## src/rtl/mdio_pkg.sv

```systemverilog
// Shared types and constants for the MDIO management master.
// Assumes clause-22 framing: 64 bits per frame, 5-bit addresses.
package mdio_pkg;
    localparam int ADDR_W   = 5;
    localparam int DATA_W   = 16;
    localparam int FRAME_W  = 64;
    localparam int IDX_W    = $clog2(FRAME_W);

    localparam logic [IDX_W-1:0] IDX_TA   = IDX_W'(46);
    localparam logic [IDX_W-1:0] IDX_DATA = IDX_W'(48);
    localparam logic [IDX_W-1:0] IDX_LAST = IDX_W'(FRAME_W - 1);

    typedef struct packed {
        logic [ADDR_W-1:0] phy;
        logic [ADDR_W-1:0] regad;
        logic              wr;
    } cmd_t;

    // Assemble the 64-bit serial frame, MSB sent first.
    function automatic logic [FRAME_W-1:0] build_frame(cmd_t c, logic [DATA_W-1:0] d);
        logic [1:0] op;
        logic [1:0] ta;
        logic [DATA_W-1:0] pay;
        op  = c.wr ? 2'b01 : 2'b10;
        ta  = c.wr ? 2'b10 : 2'b00;
        pay = c.wr ? d : '0;
        return {32'hFFFF_FFFF, 2'b01, op, c.phy, c.regad, ta, pay};
    endfunction
endpackage

```

## src/rtl/mdio_clk_gen.sv

```systemverilog
// MDC generator: divides clk by a divisor picked with a 2-bit code.
// Each MDC period is low for half the divisor and then high for the
// other half. Rise and fall strobes come out one cycle ahead of the
// MDC register. Assumes even divisors; MDC is held low while idle.
module mdio_clk_gen #(
    parameter int DIV0 = 42,
    parameter int DIV1 = 62,
    parameter int DIV2 = 16,
    parameter int DIV3 = 26
) (
    input  logic       clk,
    input  logic       rst_n,
    input  logic       active,
    input  logic [1:0] sel,
    output logic       mdc,
    output logic       rise_tick,
    output logic       fall_tick
);
    localparam int DMAX01 = (DIV0 > DIV1) ? DIV0 : DIV1;
    localparam int DMAX23 = (DIV2 > DIV3) ? DIV2 : DIV3;
    localparam int DMAX   = (DMAX01 > DMAX23) ? DMAX01 : DMAX23;
    localparam int CW     = $clog2(DMAX + 1);
    localparam int DIVS [4] = '{DIV0, DIV1, DIV2, DIV3};

    logic [CW-1:0] div_tab [4];
    logic [CW-1:0] div_n;
    logic [CW-1:0] half_n;
    logic [CW-1:0] cnt;

    // Build the divisor table from the parameters.
    for (genvar g = 0; g < 4; g++) begin : g_div
        assign div_tab[g] = CW'(DIVS[g]);
    end

    // Look up the active divisor and its half.
    always_comb begin
        div_n  = div_tab[sel];
        half_n = div_n >> 1;
    end

    assign rise_tick = active && (cnt == half_n - CW'(1));
    assign fall_tick = active && (cnt == div_n - CW'(1));

    // Phase counter: runs only while a frame is active.
    always_ff @(posedge clk) begin
        if (!rst_n || !active) cnt <= '0;
        else if (fall_tick)    cnt <= '0;
        else                   cnt <= cnt + CW'(1);
    end

    // MDC register: set on the rise strobe, cleared on the fall strobe.
    always_ff @(posedge clk) begin
        if (!rst_n || !active) mdc <= 1'b0;
        else if (rise_tick)    mdc <= 1'b1;
        else if (fall_tick)    mdc <= 1'b0;
    end


    mdc_idle_chk: assert property (@(posedge clk) disable iff (!rst_n)
        !active |-> !mdc);

    mdc_rise_chk: assert property (@(posedge clk) disable iff (!rst_n)
        $rose(mdc) |-> $past(active) && active);
endmodule

```

## src/rtl/mdio_frame_engine.sv

```systemverilog
// Frame engine: shifts one 64-bit management frame out on MDIO.
// The next bit goes out on each fall strobe. Read data is sampled on
// each rise strobe during the data phase. A done pulse coincides with
// the final MDC fall. Assumes start only arrives while idle.
module mdio_frame_engine
    import mdio_pkg::*;
(
    input  logic              clk,
    input  logic              rst_n,
    input  logic              start,
    input  cmd_t              cmd,
    input  logic [DATA_W-1:0] wdata,
    input  logic              rise_tick,
    input  logic              fall_tick,
    input  logic              mdc_i,
    input  logic              mdio_in,
    output logic              active,
    output logic              mdio_out,
    output logic              mdio_oe,
    output logic              done,
    output logic              rd_valid,
    output logic [DATA_W-1:0] rd_data
);
    logic               wr_q;
    logic [IDX_W-1:0]   idx;
    logic [FRAME_W-1:0] tx_sr;
    logic [DATA_W-1:0]  rx_sr;

    assign done     = active && fall_tick && (idx == IDX_LAST);
    assign rd_valid = done && !wr_q;
    assign rd_data  = rx_sr;
    assign mdio_out = active && tx_sr[FRAME_W-1];
    assign mdio_oe  = active && (wr_q || (idx < IDX_TA));

    // Frame sequencing: load on start, shift on fall, sample on rise.
    always_ff @(posedge clk) begin
        if (!rst_n) begin
            active <= 1'b0;
            wr_q   <= 1'b0;
            idx    <= '0;
            tx_sr  <= '0;
            rx_sr  <= '0;
        end else if (!active) begin
            if (start) begin
                active <= 1'b1;
                wr_q   <= cmd.wr;
                idx    <= '0;
                tx_sr  <= build_frame(cmd, wdata);
            end
        end else begin
            if (rise_tick && !wr_q && (idx >= IDX_DATA))
                rx_sr <= {rx_sr[DATA_W-2:0], mdio_in};
            if (fall_tick) begin
                tx_sr <= {tx_sr[FRAME_W-2:0], 1'b0};
                idx   <= idx + IDX_W'(1);
                if (idx == IDX_LAST) active <= 1'b0;
            end
        end
    end


    mdio_edge_chk: assert property (@(posedge clk) disable iff (!rst_n)
        (!$stable(mdio_out) && $past(active)) |-> $fell(mdc_i));

    rd_release_chk: assert property (@(posedge clk) disable iff (!rst_n)
        ($fell(mdio_oe) && active) |-> (!wr_q && !mdc_i));
endmodule

```

## src/rtl/mdio_regs.sv

```systemverilog
// Software-visible registers: a control word with a self-clearing busy
// flag, and a data word. All writes are dropped while busy is set.
// Control layout: [0] busy, [1] write, [3:2] clock range,
// [8:4] register address, [13:9] PHY address.
module mdio_regs
    import mdio_pkg::*;
(
    input  logic              clk,
    input  logic              rst_n,
    input  logic              wr_en,
    input  logic              sel,
    input  logic [DATA_W-1:0] wdata,
    input  logic              done,
    input  logic              rd_valid,
    input  logic [DATA_W-1:0] rd_data,
    output logic              start,
    output cmd_t              cmd,
    output logic [1:0]        clk_sel,
    output logic [DATA_W-1:0] ctrl_q,
    output logic [DATA_W-1:0] data_q
);
    logic              busy;
    logic              wr_q;
    logic [1:0]        csel_q;
    logic [ADDR_W-1:0] reg_q;
    logic [ADDR_W-1:0] phy_q;
    logic              ctrl_wr;

    assign ctrl_wr   = wr_en && !sel;
    assign start     = ctrl_wr && wdata[0] && !busy;
    assign cmd.wr    = wdata[1];
    assign cmd.regad = wdata[8:4];
    assign cmd.phy   = wdata[13:9];
    assign clk_sel   = csel_q;
    assign ctrl_q    = {2'b00, phy_q, reg_q, csel_q, wr_q, busy};

    // Control word: loaded only while idle; busy clears on frame end.
    always_ff @(posedge clk) begin
        if (!rst_n) begin
            busy   <= 1'b0;
            wr_q   <= 1'b0;
            csel_q <= 2'b00;
            reg_q  <= '0;
            phy_q  <= '0;
        end else if (ctrl_wr && !busy) begin
            busy   <= wdata[0];
            wr_q   <= wdata[1];
            csel_q <= wdata[3:2];
            reg_q  <= wdata[8:4];
            phy_q  <= wdata[13:9];
        end else if (done) begin
            busy   <= 1'b0;
        end
    end

    // Data word: read result wins; software writes only while idle.
    always_ff @(posedge clk) begin
        if (!rst_n)                    data_q <= '0;
        else if (rd_valid)             data_q <= rd_data;
        else if (wr_en && sel && !busy) data_q <= wdata;
    end


    busy_hold_chk: assert property (@(posedge clk) disable iff (!rst_n)
        (busy && !done) |=> busy);

    ctrl_freeze_chk: assert property (@(posedge clk) disable iff (!rst_n)
        busy |=> $stable(ctrl_q[13:1]));

    data_freeze_chk: assert property (@(posedge clk) disable iff (!rst_n)
        (busy && !rd_valid) |=> $stable(data_q));
endmodule

```

## src/rtl/mdio_mgmt_master.sv

```systemverilog
// Top of the MDIO management master: register file, MDC generator and
// frame engine. The MDIO tri-state pad sits outside this block.
module mdio_mgmt_master
    import mdio_pkg::*;
#(
    parameter int DIV0 = 42,
    parameter int DIV1 = 62,
    parameter int DIV2 = 16,
    parameter int DIV3 = 26
) (
    input  logic        clk,
    input  logic        rst_n,
    input  logic        reg_wr_en,
    input  logic        reg_sel,
    input  logic [15:0] reg_wdata,
    output logic [15:0] ctrl_rdata,
    output logic [15:0] data_rdata,
    output logic        mdc,
    output logic        mdio_out,
    output logic        mdio_oe,
    input  logic        mdio_in
);
    logic              start;
    cmd_t              cmd;
    logic [1:0]        clk_sel;
    logic              active;
    logic              rise_tick;
    logic              fall_tick;
    logic              done;
    logic              rd_valid;
    logic [DATA_W-1:0] rd_data;

    mdio_regs u_regs (
        .clk      (clk),
        .rst_n    (rst_n),
        .wr_en    (reg_wr_en),
        .sel      (reg_sel),
        .wdata    (reg_wdata),
        .done     (done),
        .rd_valid (rd_valid),
        .rd_data  (rd_data),
        .start    (start),
        .cmd      (cmd),
        .clk_sel  (clk_sel),
        .ctrl_q   (ctrl_rdata),
        .data_q   (data_rdata)
    );

    mdio_clk_gen #(
        .DIV0 (DIV0),
        .DIV1 (DIV1),
        .DIV2 (DIV2),
        .DIV3 (DIV3)
    ) u_clk (
        .clk       (clk),
        .rst_n     (rst_n),
        .active    (active),
        .sel       (clk_sel),
        .mdc       (mdc),
        .rise_tick (rise_tick),
        .fall_tick (fall_tick)
    );

    mdio_frame_engine u_eng (
        .clk       (clk),
        .rst_n     (rst_n),
        .start     (start),
        .cmd       (cmd),
        .wdata     (data_rdata),
        .rise_tick (rise_tick),
        .fall_tick (fall_tick),
        .mdc_i     (mdc),
        .mdio_in   (mdio_in),
        .active    (active),
        .mdio_out  (mdio_out),
        .mdio_oe   (mdio_oe),
        .done      (done),
        .rd_valid  (rd_valid),
        .rd_data   (rd_data)
    );


    rd_capture_chk: assert property (@(posedge clk) disable iff (!rst_n)
        rd_valid |=> (data_rdata == $past(rd_data)) && !ctrl_rdata[0]);
endmodule

```

## config.mk

```make
export PLATFORM = sky130hd
export DESIGN_NAME = mdio_mgmt_master
export DESIGN_NICKNAME = d
export VERILOG_FILES = /design/src/rtl/mdio_pkg.sv /design/src/rtl/mdio_clk_gen.sv /design/src/rtl/mdio_frame_engine.sv /design/src/rtl/mdio_regs.sv /design/src/rtl/mdio_mgmt_master.sv
export SDC_FILE = /design/constraint.sdc
export NUM_CORES = 1
export LEC_CHECK = 0
export BUFFER_PORTS_ARGS = -buffer_cell sky130_fd_sc_hd__buf_2
export CAP_MARGIN = 5
export CORE_UTILIZATION = 53
export DETAILED_ROUTE_END_ITERATION = 6
export HOLD_SLACK_MARGIN = 0.08
export PLACE_DENSITY = 0.79
export SETUP_SLACK_MARGIN = 0.3
export SYNTH_ARGS = -nofsm -noshare
export SYNTH_HDL_FRONTEND = slang
export SYNTH_SLANG_ARGS = --single-unit
```

## constraint.sdc

```tcl
create_clock -name clk -period 2.6 [get_ports clk]
set_input_delay 0.39 -clock clk [delete_from_list [all_inputs] [get_ports clk]]
set_output_delay 0.39 -clock clk [all_outputs]
set_load 0.03 [all_outputs]
```

==> out/metrics.yaml <==
placement:
  dp_hpwl_um: 7660
  dp_slack_ps: -28.2
  place_congestion: 0.931
  portBuffers: 53
  dpl_cell_area_sq_um: 5680
  place_inst: 688
pwr:
  pwr-share-comb_pct: 10.0
  total_leakage_power_nw: 3.02
  fin_total_pwr_mw: 4.86
  power.share.switching_pct: 24.4
  seqPwrFrac_pct: 42.2
  powerDensity_nw_per_um2: 696
  intPower_mw: 3.67
  power_frac_clock_pct: 47.8
  peakVddDrop_v: 0.000533
  p_switching_mw: 1.19
setup_path:
  cp-end-kind: "flip-flop"
  cp_max_fo: 9
  crit_required_ps: 3060
  reg2reg_from: "u_regs.clk_sel[1]$_SDFFE_PN0P_"
  regToRegSetupSlack_ps: 190
  r2r-end: "u_eng.tx_sr[15]$_SDFFE_PN0P_"
  critPathLaunchType: "flip-flop"
  reg2reg_depth: 11
  path_class: "flip-flop to flip-flop"
  arrival_ps: 2880
layout:
  antennaDiodeCount: 0
  most-common-layout-cells: "dfxtp_1, nand2_1, buf_2, mux2i_1, o211a_1"
  layoutNonFillerInstCount: 747
  fin_nets: 628
  drive_above_1_share_pct: 34.4
  fin_area_sq_um: 6990
  layout_commonest_cell: "dfxtp_1"
  postLayoutCoreUtil_pct: 71.8
  filler_cell_count: 663
  areaGrowthSynthToFinish_pct: 32.0
floorplanning:
  row_count: 36
  dieArea_sq_um: 10400
  start_util_pct: 54.4
  core_area_sq_um: 9730
  die_w_um: 102
  die_y_um: 102
  pin_count: 56
logic_synthesis:
  ys_seq_area_share_pct: 47.3
  syn_area_sq_um: 5290
  synth_edf_count: 0
  ys_types: 46
  avgSynthCellArea_sq_um: 9.80
  async_flop_share_pct: 0
  syn_inst: 540
  ys.flop_type: "dfxtp_1"
  synth-seq-cells: 125
  ys.warnings.count: 0
hold_path:
  hold_depth: 3
  min-delay-start: "mdio_in"
  min_to: "u_eng.rd_data[0]$_SDFFE_PN0P_"
  min-delay-path-class: "primary input to flip-flop"
sta:
  post-route-period-util_pct: 92.8
  setup_slack_ps: 186
  worst_pin_slew_ps: 590
  fmax_ghz: 0.414
  hold_ws_ps: 101
  setup_tns_ps: 0
  min_period_ps: 2410
  final-hold-violation-count: 0
  slew_headroom_pct: 60.7
  grt_setup_unrepaired: "yes"
  setup_viol: 0
  clock_skew_ps: 9.31
  drv_slew: 0
clock_tree:
  cts_tree: "done"
  clk_latency_ps: 530
  cts_buffers: 17
  cts_buffer_depth: 2
  cts.sinks: 125
  clkTransAtPathRegs_ps: 60
  htreeDepth: 4
  cts-root-buf: "clkbuf_8"
grt:
  grt_usage_pct: 27.4
  grt.overflow.total: 0
  grt_pass1_vias: 4320
  grt_start_max_net_pins: 53
  grt_first_pass_wirelength_um: 21500
  antenna_found_initial: 0
routing:
  drtAntennaViolNets: 0
  drc_errors: 0
  firstDrtPassIters: 5
  routed_wl_um: 15100
  drt-wirelength-per-cell_um: 20.2
  vias: 4589
  dr.first_iter.drc_count: 283
  vias_per_cell: 6.14
flow_run:
  maxCapViolCount: 0
run_status:
  run_status: "finished, final reports clean"
==> registers in the layout, indices dropped and copies added (netlist names) <==
name	cells
u_clk.cnt	6
u_clk.mdc	1
u_eng.active	1
u_eng.idx	6
u_eng.rd_data	16
u_eng.tx_sr	64
u_eng.wr_q	1
u_regs.busy	1
u_regs.clk_sel	2
u_regs.data_q	16
u_regs.phy_q	5
u_regs.reg_q	5
u_regs.wr_q	1
==> worst max-delay path by stage <==
stage | from | end | slack [ps] | cells after the start
floorplan | u_regs.clk_sel[1]$_SDFFE_PN0P_ | u_regs.data_q[13]$_SDFFE_PN0P_ | 110 | 7
global placement | u_regs.clk_sel[1]$_SDFFE_PN0P_ | u_regs.data_q[14]$_SDFFE_PN0P_ | 70 | 6
detailed placement | u_regs.clk_sel[1]$_SDFFE_PN0P_ | u_regs.data_q[12]$_SDFFE_PN0P_ | -30 | 7
CTS | u_regs.clk_sel[1]$_SDFFE_PN0P_ | u_regs.data_q[14]$_SDFFE_PN0P_ | 240 | 6
global route | u_regs.clk_sel[1]$_SDFFE_PN0P_ | u_eng.tx_sr[15]$_SDFFE_PN0P_ | 140 | 11
finish | u_regs.clk_sel[1]$_SDFFE_PN0P_ | u_eng.tx_sr[15]$_SDFFE_PN0P_ | 190 | 11
==> cells by family after synthesis <==
group / synth area share (%)
AO/OA/AOI/OAI: 22.2
XOR/XNOR: 2.41
adder cells (fa/ha/maj): 1.42
buffers and inverters: 4.96
flip-flops: 47.3
multiplexers: 8.35
other: 0.0709
AND/OR/NAND/NOR: 13.3
==> power groups by stage <==
stage | combinational, mW | sequential (mW) | clock (mW)
after floorplan | 0.241 | 2.11 | 0
after CTS | 0.414 | 2.04 | 2.34
after global placement | 0.363 | 2.08 | 0
after global routing | 0.510 | 2.06 | 2.44
after detailed placement | 0.376 | 2.08 | 0
final | 0.485 | 2.05 | 2.33
==> cell type report <==
class	count	area (sq um)	share of cell area, %
clock buffer	23	477	6.82
clock inverter	9	110	1.58
inverter	6	30.0	0.430
multi-input combinational	362	2880	41.2
sequential	125	2510	35.9
tap	133	166	2.38
timing repair buffer	89	815	11.7
==> critical path, cell delays in order, from the launching register on <==
cell,delay (ps)
dfxtp_4,390
inv_4,50
ha_4,180
xnor3_1,360
or3_4,400
buf_6,140
o21ai_4,150
buf_12,180
buf_8,140
buf_16,140
nand3_2,100
o21ai_1,120
==> cell usage after synthesis, types with 5 or more instances <==
cell type  count  area (sq um)
nor2_1        26          97.6
buf_4          5          37.5
inv_1          6          22.5
dfxtp_1      125          2500
nand2_1      106           398
ha_1           6          75.1
a211oi_2      14           175
o211a_1       29           290
a21oi_1       19          95.1
o21ai_0        6          30.0
nand3_1       11          55.1
xor2_1         8          70.1
o211ai_1      14           105
clkbuf_1      36           135
o221a_2       33           372
mux2i_1       43           430
buf_2          6          30.0
o22ai_1        5          31.3
==> metal layers <==
metal / up-vias / track usage, % / share of wire [%]
met5: - / 0 / 0
met4: 0 / 12.6 / 2.8
met3: 41 / 7.25 / 5.8
met2: 214 / 45.7 / 51
met1: 2261 / 33.2 / 40
li1: 2073 / - / -
==> timing repair <==
action | CTS | global route
pin swaps | 7 | 21
hold endpoints to repair | 0 | 0
buffers inserted | 8 | 7
gates cloned | 6 | 6
setup endpoints to repair | 86 | 91
hold buffers | 0 | 0
resized for setup | 23 | 39
Note: power is estimated with default switching activity, not from simulation.
